==> config.mk <==
export PLATFORM = sky130hd
export DESIGN_NAME = dbg_frame_tx
export DESIGN_NICKNAME = d
export VERILOG_FILES = /design/src/rtl/dft_pkg.sv /design/src/rtl/dft_frame_store.sv /design/src/rtl/dft_byte_shifter.sv /design/src/rtl/dbg_frame_tx.sv
export SDC_FILE = /design/constraint.sdc
export NUM_CORES = 1
export LEC_CHECK = 0
export BUFFER_PORTS_ARGS = -buffer_cell sky130_fd_sc_hd__buf_2
export CORE_AREA = 2 2 156 158
export DETAILED_ROUTE_END_ITERATION = 6
export DIE_AREA = 0 0 158 160
export PLACE_DENSITY = 0.79
export SLEW_MARGIN = 20
export SYNTH_ARGS = -nofsm -noshare
export SYNTH_HDL_FRONTEND = slang
export SYNTH_HIERARCHICAL = 1
export SYNTH_SLANG_ARGS = --single-unit
==> constraint.sdc <==
create_clock -name clk -period 6 [get_ports clk]
set_clock_uncertainty 0.05 [all_clocks]
set_input_delay 0.3 -clock clk [delete_from_list [all_inputs] [get_ports clk]]
set_output_delay 0.3 -clock clk [all_outputs]
set_load 0.1 [all_outputs]
==> src/rtl/dft_pkg.sv <==
package dft_pkg;

    localparam int NUM_KEYS    = 4;
    localparam int VAL_W       = 16;
    localparam int KEY_W       = $clog2(NUM_KEYS);
    localparam int REF_BASE    = 2;
    localparam int SIG_BASE    = REF_BASE + 2 * NUM_KEYS;
    localparam int DLT_BASE    = SIG_BASE + 2 * NUM_KEYS;
    localparam int FLG_BASE    = DLT_BASE + 2 * NUM_KEYS;
    localparam int STAT_IDX    = FLG_BASE + 2;
    localparam int FRAME_BYTES = STAT_IDX + 2;
    localparam int IDX_W       = $clog2(FRAME_BYTES);

    typedef enum logic [2:0] {
        S_IDLE,
        S_LOAD,
        S_SHIFT,
        S_GAP,
        S_FINISH
    } tx_state_e;

    function automatic logic [7:0] pick_half(input logic [VAL_W-1:0] w, input logic hi);
        return hi ? w[15:8] : w[7:0];
    endfunction

endpackage

==> src/rtl/dft_frame_store.sv <==
module dft_frame_store
    import dft_pkg::*;
(
    input  logic                      clk,
    input  logic                      rst_n,
    input  logic                      cap,
    input  logic [7:0]                fnum_i,
    input  logic [7:0]                version_i,
    input  logic [NUM_KEYS*VAL_W-1:0] ref_i,
    input  logic [NUM_KEYS*VAL_W-1:0] sig_i,
    input  logic [NUM_KEYS*VAL_W-1:0] dlt_i,
    input  logic [7:0]                flag0_i,
    input  logic [7:0]                flag1_i,
    input  logic [7:0]                status_i,
    input  logic [IDX_W-1:0]          idx_i,
    output logic [7:0]                byte_o
);

    logic [7:0]       fnum_q, ver_q, fl0_q, fl1_q, stat_q;
    logic [VAL_W-1:0] ref_q [NUM_KEYS];
    logic [VAL_W-1:0] sig_q [NUM_KEYS];
    logic [VAL_W-1:0] dlt_q [NUM_KEYS];

    always_ff @(posedge clk or negedge rst_n) begin
        if (!rst_n) begin
            fnum_q <= '0;
            ver_q  <= '0;
            fl0_q  <= '0;
            fl1_q  <= '0;
            stat_q <= '0;
        end else if (cap) begin
            fnum_q <= fnum_i;
            ver_q  <= version_i;
            fl0_q  <= flag0_i;
            fl1_q  <= flag1_i;
            stat_q <= status_i;
        end
    end

    for (genvar k = 0; k < NUM_KEYS; k++) begin : g_chan
        always_ff @(posedge clk or negedge rst_n) begin
            if (!rst_n) begin
                ref_q[k] <= '0;
                sig_q[k] <= '0;
                dlt_q[k] <= '0;
            end else if (cap) begin
                ref_q[k] <= ref_i[k*VAL_W +: VAL_W];
                sig_q[k] <= sig_i[k*VAL_W +: VAL_W];
                dlt_q[k] <= dlt_i[k*VAL_W +: VAL_W];
            end
        end
    end

    logic [IDX_W-1:0] off;

    always_comb begin
        byte_o = fnum_q;
        off    = '0;
        if (idx_i == IDX_W'(1)) begin
            byte_o = ver_q;
        end else if (idx_i >= IDX_W'(REF_BASE) && idx_i < IDX_W'(SIG_BASE)) begin
            off    = idx_i - IDX_W'(REF_BASE);
            byte_o = pick_half(ref_q[off[KEY_W:1]], off[0]);
        end else if (idx_i >= IDX_W'(SIG_BASE) && idx_i < IDX_W'(DLT_BASE)) begin
            off    = idx_i - IDX_W'(SIG_BASE);
            byte_o = pick_half(sig_q[off[KEY_W:1]], off[0]);
        end else if (idx_i >= IDX_W'(DLT_BASE) && idx_i < IDX_W'(FLG_BASE)) begin
            off    = idx_i - IDX_W'(DLT_BASE);
            byte_o = pick_half(dlt_q[off[KEY_W:1]], off[0]);
        end else if (idx_i == IDX_W'(FLG_BASE)) begin
            byte_o = fl0_q;
        end else if (idx_i == IDX_W'(FLG_BASE + 1)) begin
            byte_o = fl1_q;
        end else if (idx_i == IDX_W'(STAT_IDX)) begin
            byte_o = stat_q;
        end
    end

endmodule

==> src/rtl/dft_byte_shifter.sv <==
module dft_byte_shifter #(
    parameter int HALF_BIT = 4
) (
    input  logic       clk,
    input  logic       rst_n,
    input  logic       load,
    input  logic [7:0] byte_i,
    output logic       done,
    output logic       sclk,
    output logic       sdat
);

    localparam int HB_W = $clog2(HALF_BIT + 1);

    logic [7:0]      sh_q;
    logic [2:0]      bit_q;
    logic [HB_W-1:0] hcnt_q;
    logic            clk_q, act_q;
    logic            half_end;

    assign half_end = (hcnt_q == HB_W'(HALF_BIT - 1));
    assign done     = act_q && clk_q && half_end && (bit_q == 3'd7);
    assign sclk     = clk_q;
    assign sdat     = sh_q[7];

    always_ff @(posedge clk or negedge rst_n) begin
        if (!rst_n) begin
            sh_q   <= '0;
            bit_q  <= '0;
            hcnt_q <= '0;
            clk_q  <= 1'b0;
            act_q  <= 1'b0;
        end else if (load) begin
            sh_q   <= byte_i;
            bit_q  <= '0;
            hcnt_q <= '0;
            clk_q  <= 1'b0;
            act_q  <= 1'b1;
        end else if (act_q) begin
            if (half_end) begin
                hcnt_q <= '0;
                if (!clk_q) begin
                    clk_q <= 1'b1;
                end else begin
                    clk_q <= 1'b0;
                    if (bit_q == 3'd7) begin
                        act_q <= 1'b0;
                    end else begin
                        bit_q <= bit_q + 3'd1;
                        sh_q  <= {sh_q[6:0], 1'b0};
                    end
                end
            end else begin
                hcnt_q <= hcnt_q + HB_W'(1);
            end
        end
    end

    AST_DAT_STABLE_HI: assert property (@(posedge clk) disable iff (!rst_n)
        (clk_q && $past(clk_q)) |-> $stable(sdat)) else $error("data moved while clock high");

    AST_CLK_IDLE_LOW: assert property (@(posedge clk) disable iff (!rst_n)
        !act_q |-> !clk_q) else $error("clock high outside a byte");

endmodule

==> src/rtl/dbg_frame_tx.sv <==
module dbg_frame_tx
    import dft_pkg::*;
#(
    parameter int HALF_BIT  = 4,
    parameter int BYTE_SLOT = 96
) (
    input  logic        clk,
    input  logic        rst_n,
    input  logic        dbg_en,
    input  logic        start,
    input  logic [7:0]  version_i,
    input  logic [63:0] ref_i,
    input  logic [63:0] sig_i,
    input  logic [63:0] dlt_i,
    input  logic [7:0]  flag0_i,
    input  logic [7:0]  flag1_i,
    input  logic        cal_i,
    input  logic [2:0]  nact_i,
    input  logic [3:0]  touch_i,
    output logic        ser_clk,
    output logic        ser_dat,
    output logic        ser_oe
);

    localparam int SLOT_W = $clog2(BYTE_SLOT + 1);

    tx_state_e        state_q, state_d;
    logic [IDX_W-1:0] idx_q;
    logic [SLOT_W-1:0] slot_q;
    logic [7:0]       fnum_q;
    logic             accept, sh_load, sh_done, last_byte, slot_end;
    logic [7:0]       cur_byte;

    assign accept    = (state_q == S_IDLE) && start && dbg_en;
    assign last_byte = (idx_q == IDX_W'(FRAME_BYTES - 1));
    assign slot_end  = (slot_q == SLOT_W'(BYTE_SLOT - 2));

    // next-state logic
    always_comb begin
        state_d = state_q;
        unique case (state_q)
            S_IDLE:   if (accept) state_d = S_LOAD;
            S_LOAD:   state_d = S_SHIFT;
            S_SHIFT:  if (sh_done) state_d = last_byte ? S_FINISH : S_GAP;
            S_GAP:    if (slot_end) state_d = S_LOAD;
            S_FINISH: state_d = S_IDLE;
            default:  state_d = S_IDLE;
        endcase
    end

    // state register
    always_ff @(posedge clk or negedge rst_n) begin
        if (!rst_n) state_q <= S_IDLE;
        else        state_q <= state_d;
    end

    // outputs
    always_comb begin
        ser_oe  = (state_q != S_IDLE);
        sh_load = (state_q == S_LOAD);
    end

    // byte index, slot timer, frame counter
    always_ff @(posedge clk or negedge rst_n) begin
        if (!rst_n) begin
            idx_q  <= '0;
            slot_q <= '0;
            fnum_q <= '0;
        end else begin
            if (accept)
                idx_q <= '0;
            else if (state_q == S_GAP && slot_end)
                idx_q <= idx_q + IDX_W'(1);
            if (state_q == S_IDLE || state_q == S_LOAD)
                slot_q <= '0;
            else
                slot_q <= slot_q + SLOT_W'(1);
            if (state_q == S_FINISH)
                fnum_q <= fnum_q + 8'd1;
        end
    end

    dft_frame_store u_store (
        .clk       (clk),
        .rst_n     (rst_n),
        .cap       (accept),
        .fnum_i    (fnum_q),
        .version_i (version_i),
        .ref_i     (ref_i),
        .sig_i     (sig_i),
        .dlt_i     (dlt_i),
        .flag0_i   (flag0_i),
        .flag1_i   (flag1_i),
        .status_i  ({cal_i, nact_i, touch_i}),
        .idx_i     (idx_q),
        .byte_o    (cur_byte)
    );

    dft_byte_shifter #(.HALF_BIT(HALF_BIT)) u_shift (
        .clk    (clk),
        .rst_n  (rst_n),
        .load   (sh_load),
        .byte_i (cur_byte),
        .done   (sh_done),
        .sclk   (ser_clk),
        .sdat   (ser_dat)
    );

    initial begin
        if (BYTE_SLOT < 16 * HALF_BIT + 2)
            $error("BYTE_SLOT too short for one byte");
    end

    AST_FNUM_STEP: assert property (@(posedge clk) disable iff (!rst_n)
        (state_q == S_FINISH) |=> (fnum_q == $past(fnum_q) + 8'd1)) else $error("frame number step");

    AST_SLOT_PERIOD: assert property (@(posedge clk) disable iff (!rst_n)
        (state_q == S_LOAD && idx_q != '0) |-> (slot_q == SLOT_W'(BYTE_SLOT - 1))) else $error("byte slot period");

    AST_RELEASED_CLK_LOW: assert property (@(posedge clk) disable iff (!rst_n)
        !ser_oe |-> !ser_clk) else $error("clock high while released");

    AST_NO_ABORT: assert property (@(posedge clk) disable iff (!rst_n)
        (state_q != S_IDLE && state_q != S_FINISH) |=> (state_q != S_IDLE)) else $error("frame aborted");

    AST_FULL_FRAME: assert property (@(posedge clk) disable iff (!rst_n)
        (state_q == S_FINISH) |-> (idx_q == IDX_W'(FRAME_BYTES - 1))) else $error("frame length");

endmodule

# Word level (Yosys, flattened, before mapping)
# Cells that the tools add are included.
word_totals:
  reg_bits: 271
  latch_bits: 0
  mem_bits_rw: 0
  romBits: 0
  out_inout_bits: 3
  word_cells: 130
  n_memories: 0
classes:
  n_addsub: 8
  mul: 0
  div_mod_pow: 0
  order_cmp: 9
  n_eq_ne: 16
  n_shift: 0
  n_mux: 49
  n_bitwise: 3
  n_reduce_logical: 19
ops:
  columns: ["cell", "count"]
  rows:
  - ["$mux W8", 15]
  - ["$bmux W16 S2", 3]
  - ["$mux W16", 6]
  - ["$mux W3", 12]
  - ["$eq A5 B5 Y1 const B", 4]
  - ["$pmux W3 S4", 1]
  - ["$lt A5 B5 Y1 const B", 2]
  - ["$mux W5", 2]
  - ["$eq A3 B2 Y1 const B", 3]
  - ["$ge A3 B3 Y1 const B", 3]
  - ["$logic_and A1 B1 Y1", 9]
  - ["$mux W1", 9]
  - ["$not A2 Y3", 3]
  - ["$sub A3 B2 Y3 const B", 3]
  - ["$add A8 B1 Y8 const B", 1]
  - ["$ne A2 B2 Y1 const B", 4]
  - ["$reduce_bool A2 Y1", 4]
  - ["$add A7 B1 Y7 const B", 1]
  - ["$eq A7 B7 Y1 const B", 1]
  - ["$mux W7", 1]
  - ["$add A3 B1 Y3 const B", 2]
  - ["$eq A3 B3 Y1 const B", 2]
  - ["$add A5 B1 Y5 const B", 1]
  - ["$eq A5 B1 Y1 const B", 1]
  - ["11 further kinds", 11]

# Logic depth before layout (Yosys ltp)
depth:
  ltp_word: 11
  ltp_mapped: 15
  depth_no_buf: 9

# By module
# Netlist, hierarchy kept.
by_module_without_submodules:
  columns: ["module", "n_inst", "cells_per_inst", "area_each_um2"]
  rows:
  - ["dft_frame_store", 1, 735, 10825.4]
  - ["dbg_frame_tx", 1, 105, 1136.1]
  - ["dft_byte_shifter", 1, 83, 808.3]

# Least setup slack after synthesis
# No wires, ideal clock.
synth_timing:
  path_kind: "flip-flop to flip-flop"
  start: "reg idx_q[1]"
  end: "reg u_shift.sh_q[6]"
  t_arrival_ps: 2841
  setup_slack_ps: 2985
  path_stages_with_launch: 15
  path_buffers: 6
  period_less_slack_ps: 3015
  path_cell_list: "dfrtp_1 buf_6 buf_12 buf_6 buf_4 inv_1 ha_1 buf_2 clkbuf_1 mux4_2 mux2_2 a22oi_1 o21ai_1 nor2b_1 a21oi_1"
synth_via:
  elab_chain_len: 11
  elab_cells_between_ends: 39
  cone_classes: "add/sub: 3; order compare: 6; eq/ne: 4; mux: 20; bitwise: 3; reduce/logical: 3"
synth_lines:
  columns: ["item", "line_no", "text"]
  rows:
  - ["start: declaration", "dbg_frame_tx.sv:28", "logic [IDX_W-1:0] idx_q;"]
  - ["start signal: assignment", "dbg_frame_tx.sv:73", "idx_q <= idx_q + IDX_W'(1);"]
  - ["$sub A3 B2 Y3", "dft_frame_store.sv:62, dft_frame_store.sv:65, dft_frame_store.sv:68", null]
  - ["$not A2 Y3 (not written as such)", "dft_frame_store.sv:63, dft_frame_store.sv:66, dft_frame_store.sv:69", null]
  - ["$bmux W16 S2", "dft_frame_store.sv:69", "byte_o = pick_half(dlt_q[off[KEY_W:1]], off[0]);"]
  - ["$mux W16 (not written as such) (2 in series)", "dft_frame_store.sv:69", null]
  - ["$mux W8", "dft_pkg.sv:23", "return hi ? w[15:8] : w[7:0];"]
  - ["$mux W8", "dft_frame_store.sv:67", "end else if (idx_i >= IDX_W'(DLT_BASE) && idx_i < IDX_W'(FLG_BASE)) begin"]
  - ["$mux W8", "dft_frame_store.sv:64", "end else if (idx_i >= IDX_W'(SIG_BASE) && idx_i < IDX_W'(DLT_BASE)) begin"]
  - ["$mux W8", "dft_frame_store.sv:61", "end else if (idx_i >= IDX_W'(REF_BASE) && idx_i < IDX_W'(SIG_BASE)) begin"]
  - ["$mux W8 (*)", "dft_frame_store.sv:59", "if (idx_i == IDX_W'(1)) begin"]
  - ["via cur_byte[6]", "dbg_frame_tx.sv:32", "logic [7:0] cur_byte;"]
  - ["$mux W8 (*)", "dft_byte_shifter.sv:33", "end else if (load) begin"]
  - ["end signal: assignment", "dft_byte_shifter.sv:34", "sh_q <= byte_i;"]
  - ["end signal: assignment", "dft_byte_shifter.sv:50", "sh_q <= {sh_q[6:0], 1'b0};"]
  - ["end: declaration", "dft_byte_shifter.sv:15", "logic [7:0] sh_q;"]
# The timed path passes the listed nets; every way through them passes the cells marked *. The select of a mux whose other input is x is not followed.
# A chain may end at the register's enable or synchronous reset.

# Worst setup path after layout
layout_timing:
  start: "reg idx_q[1]"
  end: "reg u_shift.sh_q[5]"
# Same word-level chain as after synthesis.

==> results.cfg <==
[global_route]
gr-usage-all-layers = 0.3126
busiest_layer = met2
grt_pass1_wl_mm = 60.16
overflow = 0
antenna_found_initial = 5
met1_usage = 0.3760
grt_pass1_vias = 10730
use_met2 = 0.5370
grt_util_met3 = 0.05590
grt_start_max_net_pins = 179

[pwr]
powerDensity_nw_per_um2 = 242.7
max-vdd-ir-drop_mv = 0.1979
p_leak_nw = 8.385
power.total_mw = 4.208

[clock_network]
cts_sinks = 271
cts_resized = 0
clockRootBuffer = clkbuf_16
post-cts-setup-buffers = 0
cts_buffer_depth = 3
cts_tree = built
clk_pin_slew_ns = 0.06
htreeDepth = 1
insertion_delay_ns = 0.53
cts_made_buffers = 28

[place]
io_buffers = 230
place_congestion = 0.8842
hpwl_mm = 21.49
dp_cells = 1428

[flow_run]
cap_viol_max_count = 0

[synth]
ys_ff_latch = 271
avgSynthCellArea_sq_um = 13.84
synth_top_family_by_area = multiplexers
yosysWarnings = 6
synth_compound_area_frac = 0.06379
synthArstFlopShare = 1.000
yosys.area_share.simple = 0.05654
synthAdderAreaFrac = 0.009798
yosys.area_share.xor_xnor = 0.01235
yosysUniqueCellTypes = 56
synth.area.top_cells = dfrtp_1 53%, mux2_2 23%, mux4_2 4.6%
synth_cells = 923
yosysSeqAreaShare = 0.5311
synth_top_cell_area_share = 0.5311
synthTopCellsByCount = 271 x dfrtp_1, 261 x mux2_2, 38 x clkbuf_1
syn_area_sq_um = 12770
synth.most_common_cell = dfrtp_1
syn-num-nets = 1161
synth_ff_type = dfrtp_1
synth_mux_area_frac = 0.3007
synth_top_cell_by_area = dfrtp_1
synth-edff-count = 0

[setup_path]
worst_setup_path_end_kind = flip-flop
path_cells = inv_1 > ha_2 > buf_4 > buf_4 > mux4_2 > mux2_2 > o21ai_0 > o21ai_1 > nor2b_1 > a21oi_1
cp_top_family = buffers and inverters
cp-start-kind = flip-flop
crit_buf_inv = 3
max_stage_delay_ns = 0.70
crit_path_max_fanout = 29
crit_top_cell = buf_4
critPathKind = reg2reg
cpMaxStageDelayCell = ha_2
critical_path_arrival_ns = 3.96
cp_data_required_time_ns = 6.36

[sta]
min_period_ns = 3.599
finalMaxSlewViolations = 0
fmax_ghz = 0.2778
setup_tns_ns = 0
fin_crit_sh = 0.5999
hold_viol = 0
slew_headroom = 0.2763
rsz0062_at_grt = false
finalSetupViolations = 0
worstMarginPinSlew_ns = 1.086

[routing]
final_antenna_net_count = 0
dr_total_vias = 9946
drc = 0
routedWlPerCell_microns = 22.83
vias_per_cell = 5.833
first_pass_iters = 6
drtIter0Drc = 933
drt-total-wl_mm = 38.93

[floorplanning]
start_util = 0.5361
die_w_microns = 158
die_h_microns = 160
rows = 57
core-area_sq_um = 23820
dieArea_sq_um = 25280
pin_count = 231

[finish]
instances_no_fill = 1705
nets = 1597
drive_gt1_frac = 0.4230
syn2layout_area_growth_pct = 35.77

[hold_path]
holdCritPathClass = in2reg

[outcome]
status = complete, no violations
per-layer routing:
metal | vias up | wire length, microns | share of wire
met3 | 168 | 2597 | 0.067
met4 | 2 | 2327 | 0.060
met2 | 520 | 19970 | 0.51
met5 | - | 13 | 0.00033
li1 | 4310 | - | -
met1 | 4946 | 14010 | 0.36
cell type report:
type	instances	area, sq um
repair buffers	462	3491
clock inverters	5	77.57
multi-input cells	587	5668
fillers	1472	6482
diodes	5	12.51
well taps	324	405.4
flip-flops and latches	271	6785
clock buffers	42	864.6
inverters	9	33.78
registers in the layout, indices dropped and copies added (netlist names), 8 cells and up:
register / cells
u_store/stat_q: 8
u_store/dlt_q: 64
u_store/ver_q: 8
u_store/fl0_q: 8
u_store/sig_q: 64
u_shift/sh_q: 8
u_store/fl1_q: 8
u_store/ref_q: 64
u_store/fnum_q: 8
fnum_q: 8
tightest hold or removal path, delay by kind of cell:
kind                   cells  cell delay [ns]
AO/OA/AOI/OAI              1             0.16
buffers and inverters      1             0.09
AND/OR/NAND/NOR            2             0.20
path summary, 6_finish.rpt:
| kind | start | endpoint | slack [ns] | cells after the start |
|---|---|---|---|---|
| setup / recovery | idx_q[1] | u_shift/sh_q[5] | 2.40 | 10 |
| setup reg to reg | idx_q[1] | u_shift/sh_q[5] | 2.40 | 10 |
| hold reg to reg | fnum_q[7] | fnum_q[7] | 0.42 | 1 |
| hold / removal | start | state_q[0] | 0.21 | 4 |
| max in group asynchronous | rst_n | u_store/sig_q[48] | 4.23 | 3 |
| min in group asynchronous | rst_n | fnum_q[2] | 0.33 | 2 |
stage by stage:
stage	setup slack, ns	util	hold slack, ns	instance area [sq um]
after floorplan	2.985	-	-0.04559	12770
after global placement	2.613	0.5932	0.3277	14130
after detailed placement	2.479	0.5932	0.3240	14130
after CTS	2.465	0.7273	0.1991	17330
after global routing	2.151	0.7278	0.2500	17340
final	2.401	0.7279	0.2100	17340
power by group:
group	internal [mW]	total (mW)	switching (mW)
clock	1.07	1.80	0.733
sequential	1.89	1.94	0.0498
combinational	0.268	0.467	0.199
what timing repair did:
action                                  in CTS  in global routing
endpoints found under the hold margin      317                  0
endpoints found under the setup margin       0                  0
hold buffers                               225                  0
placed cells by master (no fill, tap or decap), types with 6 or more instances in the layout:
master / count
o2bb2ai_1: 8
nand3_1: 12
a22oi_1: 13
ha_1: 9
a211oi_1: 9
xnor2_1: 12
o21ai_1: 20
a31oi_1: 7
mux2_2: 261
and3_1: 17
mux4_2: 26
clkbuf_16: 29
nand2b_1: 8
a21oi_1: 17
dfrtp_1: 270
nor2_1: 23
dlygate4sd3_1: 225
inv_1: 9
nand2_1: 16
a221oi_1: 6
nor2b_1: 15
buf_2: 229
clkbuf_8: 9
xor2_1: 6
o21ai_0: 19
mux2i_1: 21
cells by family after synthesis:
| group | Yosys count |
|---|---|
| XOR/XNOR | 18 |
| AND/OR/NAND/NOR | 126 |
| buffers and inverters | 65 |
| multiplexers | 312 |
| adder cells (fa/ha/maj) | 10 |
| AO/OA/AOI/OAI | 121 |
| flip-flops | 271 |
No activity file was read; power rests on OpenSTA's default activity.
